File: src/rtl/synth_prog_seq.sv
module synth_prog_seq #(
  parameter int CLK_DIV     = 4,
  parameter int WAIT_CYCLES = 16000
) (
  input  logic          clk,
  input  logic          rst_n,
  input  logic          start,
  input  logic [1:0]    mode,
  input  logic [415:0]  img_half,
  input  logic [415:0]  img_final,
  output logic          sclk,
  output logic          sdata,
  output logic          sle,
  output logic          busy,
  output logic          done
);
  localparam int DW = (CLK_DIV > 1) ? $clog2(CLK_DIV) : 1;
  localparam int WW = (WAIT_CYCLES > 1) ? $clog2(WAIT_CYCLES) : 1;

  localparam logic [2:0] PT_NONE = 3'd0, PT_CRST_ON = 3'd1, PT_CRST_OFF = 3'd2,
                         PT_ACAL_ON = 3'd3, PT_ACAL_OFF = 3'd4;

  typedef enum logic [2:0] {S_IDLE, S_WAIT, S_SHIFT, S_LATCH, S_GAP} st_t;

  typedef struct packed {
    logic       last;
    logic       hold;
    logic       half;
    logic [2:0] patch;
    logic [3:0] rnum;
  } step_t;

  function automatic step_t step_info(input logic [1:0] m, input logic [4:0] i);
    step_t s;
    s = '{last: 1'b0, hold: 1'b0, half: 1'b0, patch: PT_NONE, rnum: 4'd0};
    case (m)
      2'b00: begin
        if (i < 5'd12) s.rnum = 4'(5'd12 - i);
        else begin s.rnum = 4'd0; s.hold = 1'b1; s.last = 1'b1; end
      end
      2'b01: begin
        if (i < 5'd8) s.rnum = 4'(5'd12 - i);
        else case (i)
          5'd8:  begin s.rnum = 4'd4; s.half = 1'b1; end
          5'd9:  s.rnum = 4'd3;
          5'd10: begin s.rnum = 4'd2; s.half = 1'b1; end
          5'd11: begin s.rnum = 4'd1; s.half = 1'b1; end
          5'd12: begin s.rnum = 4'd0; s.half = 1'b1; s.hold = 1'b1; s.patch = PT_ACAL_ON; end
          5'd13: s.rnum = 4'd4;
          5'd14: s.rnum = 4'd2;
          5'd15: s.rnum = 4'd1;
          default: begin s.rnum = 4'd0; s.patch = PT_ACAL_OFF; s.last = 1'b1; end
        endcase
      end
      default: begin
        case (i)
          5'd0: s.rnum = 4'd10;
          5'd1: begin s.rnum = 4'd4; s.patch = PT_CRST_ON; end
          5'd2: s.rnum = 4'd2;
          5'd3: s.rnum = 4'd1;
          5'd4: begin s.rnum = 4'd0; s.patch = PT_ACAL_OFF; end
          default: begin s.rnum = 4'd4; s.patch = PT_CRST_OFF; s.last = 1'b1; end
        endcase
      end
    endcase
    return s;
  endfunction

  st_t          st;
  logic [1:0]   mode_q;
  logic [4:0]   step;
  logic [DW-1:0] div;
  logic [WW-1:0] wcnt;
  logic [5:0]   hcnt;
  logic [31:0]  raw, word;

  step_t cur, nxt, first;
  assign cur   = step_info(mode_q, step);
  assign nxt   = step_info(mode_q, step + 5'd1);
  assign first = step_info(mode, 5'd0);

  wire half_end = (div == DW'(CLK_DIV - 1));
  wire go       = start && (mode != 2'b11);

  assign raw = cur.half ? img_half[cur.rnum*32 +: 32] : img_final[cur.rnum*32 +: 32];

  always_comb begin
    word = raw;
    word[3:0] = cur.rnum;
    if (cur.rnum == 4'd12) begin
      word[15:4] = 12'h041;
      if (raw[31:16] == 16'd0) word[31:16] = 16'd1;
    end
    case (cur.patch)
      PT_CRST_ON:  word[4]  = 1'b1;
      PT_CRST_OFF: word[4]  = 1'b0;
      PT_ACAL_ON:  word[21] = 1'b1;
      PT_ACAL_OFF: word[21] = 1'b0;
      default: ;
    endcase
  end

  assign sclk  = (st == S_SHIFT) && hcnt[0];
  assign sdata = (st == S_SHIFT) && word[~hcnt[5:1]];
  assign sle   = (st == S_LATCH);
  assign busy  = (st != S_IDLE);

  always_ff @(posedge clk) begin
    if (!rst_n) begin
      st <= S_IDLE; mode_q <= 2'b00; step <= '0; div <= '0;
      wcnt <= '0; hcnt <= '0; done <= 1'b0;
    end else begin
      done <= 1'b0;
      if (st != S_IDLE && st != S_WAIT) div <= half_end ? '0 : div + DW'(1);
      case (st)
        S_IDLE: if (go) begin
          mode_q <= mode; step <= '0; div <= '0; hcnt <= '0; wcnt <= '0;
          st <= first.hold ? S_WAIT : S_SHIFT;
        end
        S_WAIT: begin
          if (wcnt == WW'(WAIT_CYCLES - 1)) begin wcnt <= '0; st <= S_SHIFT; end
          else wcnt <= wcnt + WW'(1);
        end
        S_SHIFT: if (half_end) begin
          hcnt <= hcnt + 6'd1;
          if (hcnt == 6'd63) st <= S_LATCH;
        end
        S_LATCH: if (half_end) begin
          hcnt <= (hcnt == 6'd1) ? 6'd0 : hcnt + 6'd1;
          if (hcnt == 6'd1) begin
            if (cur.last) begin st <= S_IDLE; done <= 1'b1; end
            else st <= S_GAP;
          end
        end
        S_GAP: if (half_end) begin
          hcnt <= (hcnt == 6'd1) ? 6'd0 : hcnt + 6'd1;
          if (hcnt == 6'd1) begin
            step <= step + 5'd1;
            st <= nxt.hold ? S_WAIT : S_SHIFT;
          end
        end
        default: st <= S_IDLE;
      endcase
    end
  end

  p_strobe_clk_low_r3: assert property (@(posedge clk) disable iff (!rst_n)
    sle |-> !sclk && !sdata);
  p_data_steady_high_r2: assert property (@(posedge clk) disable iff (!rst_n)
    (sclk && $past(sclk)) |-> $stable(sdata));
  p_busy_locks_mode_r10: assert property (@(posedge clk) disable iff (!rst_n)
    (busy && start) |=> $stable(mode_q));
  p_done_single_r11: assert property (@(posedge clk) disable iff (!rst_n)
    done |=> !done);
  p_done_after_strobe_r11: assert property (@(posedge clk) disable iff (!rst_n)
    done |-> !busy && $past(sle));
  p_timeout_nonzero_r5: assert property (@(posedge clk) disable iff (!rst_n)
    (busy && cur.rnum == 4'd12) |-> (word[31:16] != 16'd0));
  p_wait_quiet_r9: assert property (@(posedge clk) disable iff (!rst_n)
    (st == S_WAIT) |-> !sclk && !sle && !sdata && busy);
endmodule

File: config.mk
export PLATFORM = sky130hd
export DESIGN_NAME = synth_prog_seq
export DESIGN_NICKNAME = d
export VERILOG_FILES = /design/src/rtl/synth_prog_seq.sv
export SDC_FILE = /design/constraint.sdc
export NUM_CORES = 1
export LEC_CHECK = 0
export BUFFER_PORTS_ARGS = -buffer_cell sky130_fd_sc_hd__buf_2
export CORE_AREA = 3 3 328 330
export CTS_BUF_LIST = sky130_fd_sc_hd__clkbuf_2 sky130_fd_sc_hd__clkbuf_4 sky130_fd_sc_hd__clkbuf_8
export DETAILED_ROUTE_END_ITERATION = 8
export DIE_AREA = 0 0 331 333
export PLACE_DENSITY = 0.3
export SLEW_MARGIN = 20
export SYNTH_ARGS = -nofsm -noshare
export SYNTH_HDL_FRONTEND = slang
export SYNTH_SLANG_ARGS = --single-unit
File: constraint.sdc
create_clock -name clk -period 4.12 [get_ports clk]
set_input_delay 0.412 -clock clk [delete_from_list [all_inputs] [get_ports clk]]
set_output_delay 0.412 -clock clk [all_outputs]
set_load 0.03 [all_outputs]
# Word level (Yosys, flattened, before mapping)
# Index checks and enable logic that the tools add are counted.
word_totals:
  regBits: 33
  in_bits: 837
  output_inout_bits: 5
  word_cells: 151
op_classes:
  n_addsub: 5
  order_cmp: 5
  n_eq_ne: 45
  shifts: 2
  mux: 57
  bitwise_logic: 1
  reduce_logical: 29
ops:
  columns: ["op", "count"]
  rows:
  - ["$shiftx A416 B10 Y32", 2]
  - ["$eq A5 B4 Y1 const B", 16]
  - ["$mux W32", 1]
  - ["$mux W6", 5]
  - ["$mux W14", 2]
  - ["$mux W28", 1]
  - ["$pmux W14 S2", 1]
  - ["$mux W3", 9]
  - ["$lt A5 B4 Y1 const B", 4]
  - ["$mux W5", 4]
  - ["$pmux W3 S2", 3]
  - ["$pmux W6 S3", 1]
  - ["$logic_not A16 Y1", 1]
  - ["$mux W16", 1]
  - ["$pmux W4 S4", 1]
  - ["$pmux W3 S5", 1]
  - ["$add A14 B1 Y14 const B", 1]
  - ["$eq A14 B14 Y1 const B", 1]
  - ["$reduce_or A7 Y1", 2]
  - ["$eq A3 B2 Y1 const B", 4]
  - ["$mux W2", 6]
  - ["$ne A2 B2 Y1 const B", 6]
  - ["$pmux W3 S4", 1]
  - ["$reduce_and A4 Y1", 3]
  - ["38 further kinds", 67]

# Longest topological paths before layout
logic_depth:
  word_depth: 14
  depth_mapped: 20
  depth_no_buf: 15

# Worst setup path before layout
# No wires, ideal clock.
synth_path:
  path_kind: "register -> output"
  start: "reg step[1]"
  end: "out sdata"
  arrival_ns: 3.734
  required_ns: 3.708
  setup_slack_ns: -0.026
  stages_incl_launch_ff: 17
  n_path_buf: 1
  path_cell_list: "dfxtp_1 -> ha_1 -> and3_1 -> ha_1 -> and2b_1 -> a211oi_4 -> a21oi_1 -> and2_1 -> buf_6 -> nand3_4 -> o22ai_1 -> or4b_1 -> nor4_1 -> nand4_1 -> a211o_1 -> a32oi_1 -> o21a_1"
synth_via:
  elab_chain_len: 14
synth_rtl:
  columns: ["element", "line_no", "source"]
  rows:
  - ["start: declaration", "71", "logic [4:0] step;"]
  - ["start signal: assignment", "138", "step <= step + 5'd1;"]
  - ["$eq A5 B4 Y1", "43", "else case (i)"]
  - ["$reduce_or A2 Y1 (no line)", null, null]
  - ["$pmux W3 S4", "43", null]
  - ["$mux W4", "42", "if (i < 5'd8) s.rnum = 4'(5'd12 - i);"]
  - ["$pmux W4 S2", "36", "case (m)"]
  - ["$shiftx A416 B10 Y32", "85", "assign raw = cur.half ? img_half[cur.rnum*32 +: 32] : img_final[cur.rnum*32 +: 32];"]
  - ["$mux W32", "85", null]
  - ["$logic_not A16 Y1", "92", "if (raw[31:16] == 16'd0) word[31:16] = 16'd1;"]
  - ["$mux W16", "92", null]
  - ["$mux W28", "90", "if (cur.rnum == 4'd12) begin"]
  - ["$pmux W1 S2", "94", "case (cur.patch)"]
  - ["$bmux W1 S5 *", "104", "assign sdata = (st == S_SHIFT) && word[~hcnt[5:1]];"]
  - ["$mux W1 (not written as such) *", "104", null]
  - ["$logic_and A1 B1 Y1 *", "104", null]
  - ["end: declaration", "12", "output logic sdata,"]
# Every way passes the cells marked *; elsewhere a longest branch is shown, timed or not. The select of a mux whose other input is x is not followed.

# Worst setup path in the final report
# Ends and elaborated chain as after synthesis.

==> out/results.txt <==
On the final layout, the worst clock skew is 0.005919 ns. Summing all multi-input logic gate instances after layout gives 8265 um^2. The detail-routed via count per cell works out to 4.053.

In the synthesized netlist the dominant register cell turns out to be dfxtp_1. The total track usage is 17.18%, and the maximum clock rate is 206.1 MHz. The die covers 110200 um^2. The filler cells instantiated in the layout total 12540. The logs give 6 for the number of iterations in the first detailed-routing pass and 2 for the maximum number of buffers from clock root to sink. The routed layout has 15820 vias.

The count of cells in the finished layout, fillers not included, comes to 3903. The cell family contributing the most delay on the critical path was simple AND/OR/NAND/NOR gates. The async set-reset flop share out of synthesis was 0%; the critical-path maximum fanout was 9. Synthesis produced a netlist with a net count of 2430. For this run, design rule violations remaining after detail routing come to 0. The run gives 0 as the max-capacitance violation count.

The compound-gate portion of the synthesized area works out to 26.47%. After synthesis, the netlist uses 92 different library cells. The half-perimeter wire length after detailed placement was 86880 um. Capturing element type of the critical path: an output pin. The checks that failed: negative setup slack.

Leaving out fill and tap cells, the most frequent cell in the layout is buf_2. Final total power: 2.946 mW. The logs give -0.7326 ns for the worst-case setup margin in the final layout and 1584 for the count of mapped cells out of synthesis. After the first detailed-routing iteration, the DRC count stood at 842. The via count of the first global-routing pass came out at 16190.

The tools report the number of buffers added by the clock tree synthesis step as 5. Post-synthesis mux area share: 9.794%. The clock-pin slew on the worst setup and hold paths came out at 0.07 ns. Measured against its own limit, the worst slew margin works out to 39.09%. TritonCTS built the clock tree. Setup repair after global routing could not meet its margin everywhere. The first global-routing pass estimated 131500 um of wire.

The slowest stage of the critical path is the or4_4 cell. The summed instance area of the synthesized netlist is 9070 um^2, and the total congestion overflow is 0. The signal arrival time at the worst endpoint is 4.44 ns, and the remaining antenna violation count after routing is 0.

Final-report max-slew violation count: 0. The post-synthesis register bit count is 33, and the placement row count is 119. The routed length per instance was 25.69 um. Entering global routing, the biggest net connects 40 pins.

The clock net in this run drives a total of 33 sinks. The category of the most critical setup path was reg -> out. The signal on the critical path passes through buf_6 > inv_4 > ha_4 > nand2b_4 > buf_6 > o311ai_4 > buf_4 > buf_12 > buf_16 > bufbuf_16 > nand2_2 > a21oi_1 > nor2_1 > o22ai_1 > or4_4 > nor4_4 > nand4_1 > a211o_1 > a32oi_1 > o21a_2 > buf_12. The run gives 3812 as the cell count after placement. The worst path needs 4.853 ns of the cycle, external delays included. The tools report the number of antenna violations at the first check in global routing as 91. Data on the critical path is required at its endpoint by 3.71 ns.

The worst-case IR drop observed on VDD is 0.0001020 V. The synthesized design contains 0 enable-type register cells. The floorplan step defined a core boundary enclosing 105100 um^2. Layout cell share with drive strength beyond 1: 47.15%. By area, the combinational part of the netlist is dominated by simple AND/OR/NAND/NOR gates. Power spread over the standard cell area amounts to 167.5 nW/um^2. The number of buffers and inverters on the critical path is 8. For the total area of sequential cells, the log shows 671.9 um^2. The total detailed-routing wirelength was 100300 um. The later pin in the worst-skew pair is clocked with a latency of 0.29 ns.

For this configuration, the core starts out at a cell density of 8.628%. For this design the top-level I/O count stands at 842. The congestion estimate from routability-driven global placement came to 0.8699. The horizontal die dimension works out to 331 um.

The count of final hold-check violations came out at 0. The tools report the number of endpoints failing setup at the final stage as 1. The tightest min-delay check is of the in -> reg type. The run finished, with violations left. The H-tree was split into 2 levels.

The sort of element at the start of the critical path was a flop. The total leakage power came out at 8.148 nW. The tools report the number of nets at the end of the flow as 3336. Cell chosen for the clock root: clkbuf_8.

During placement, the flow inserted port buffers numbering 705. The post-synthesis adder-cell area fraction works out to 1.242%. The slew at the pin closest to its max-slew limit is 0.9018 ns, and the chip height is 333 um. The ratio of final minimum period to clock period came out at 117.8%. The mean area per synthesized cell is 5.726 um^2.

The simple-gate portion of the synthesized area was 46.45%; the largest stage delay on the critical path was 0.55 ns. For this run, the number of Yosys warnings is 0. The xor and xnor area share after synthesis is 0.8691%. Compared with the post-synthesis result, the final layout area differs by 93.97%. The portion of the post-synthesis area used by sequential elements came out at 7.284%. In the layout the commonest cells are buf_2, nand2_1, buf_4.
## logic make-up after synthesis
family	after synthesis
XOR/XNOR	9
adder cells (fa/ha/maj)	9
multiplexers	61
AO/OA/AOI/OAI	370
flip-flops	33
AND/OR/NAND/NOR	959
buffers and inverters	143
## synthesized netlist by cell type, drive strengths merged, types with 7 or more instances
cell type | instances | share of area, %
dfxtp | 33 | 7.3
mux2i | 37 | 4.1
inv | 10 | 0.41
a22oi | 7 | 0.58
ha | 9 | 1.2
mux4 | 22 | 5.5
buf | 110 | 6.5
nand4 | 24 | 1.7
and4 | 9 | 0.87
a311oi | 9 | 0.87
nor3 | 20 | 1.2
nand2 | 586 | 24
o21ai | 58 | 3.3
clkbuf | 20 | 0.83
a31oi | 20 | 1.4
nor2 | 89 | 3.8
and2 | 10 | 0.69
o22ai | 14 | 0.97
o211ai | 7 | 0.58
nor2b | 9 | 0.62
a21oi | 166 | 9.2
nand3 | 143 | 8.0
a211oi | 13 | 1.2
and3 | 26 | 1.8
nor4 | 9 | 0.69
## area by class of cell
cell class	count	share of cell area, %
antenna	22	0.3129
clock buffer	7	0.5121
multi-input combinational	1408	46.98
sequential	33	3.819
tap	1391	9.893
inverter	13	0.2916
timing repair buffer	1029	38.19
## where the power goes
| part | leakage, nW | internal, mW | switching [mW] |
|---|---|---|---|
| Sequential | 0.270 | 0.341 | 0.0432 |
| Combinational | 7.83 | 0.987 | 1.31 |
| Clock | 0.0479 | 0.139 | 0.121 |
## state kept, by name (all words and copies together), names as in the netlist
register	flops
st	3
done	1
div	2
step	5
mode_q	2
wcnt	14
hcnt	6
## per-stage QoR
step | TNS [ns] | utilization [%] | cell area, um^2 | setup slack, ns | hold WS (ns)
after global routing | -0.8785 | 16.71 | 17560 | -0.8785 | 0.3997
final | -0.7326 | 16.74 | 17590 | -0.7326 | 0.3747
after CTS | -0.6786 | 16.50 | 17350 | -0.6786 | 0.3668
after global placement | -0.9541 | 15.41 | 16200 | -0.9541 | 0.4519
after floorplan | 0 | - | 9071 | 0.04464 | 0.4326
after detailed placement | -0.9676 | 15.41 | 16200 | -0.9676 | 0.4518
## tightest hold or removal path, stage by stage
cell	delay (ns)
buf_2	0.09
mux2i_1	0.06
nor2_1	0.07
## final timing paths
kind / from / end / slack (ns) / depth (start not counted)
setup / recovery: step[1] / sdata / -0.73 / 21
hold / removal: mode[0] / mode_q[0] / 0.37 / 3
setup reg to reg: hcnt[1] / st[0] / 1.19 / 9
hold reg to reg: div[1] / div[1] / 0.46 / 2
## metal layers
metal  GRT usage (%)  vias up  wire, um
li1                -     7479         -
met1           22.15     7495     43620
met2           29.67      666     47450
met3           4.118      123      7511
met4           2.021       56      1300
met5               0        -       372
## what timing repair did
action / in CTS / in global routing
pin swaps: 40 / 30
cloned: 5 / 0
setup buffers: 46 / 12
hold buffers: 0 / 0
resized for setup: 118 / 27
endpoints found under the setup margin: 1 / 1
Note: power is estimated with default switching activity, not from simulation.
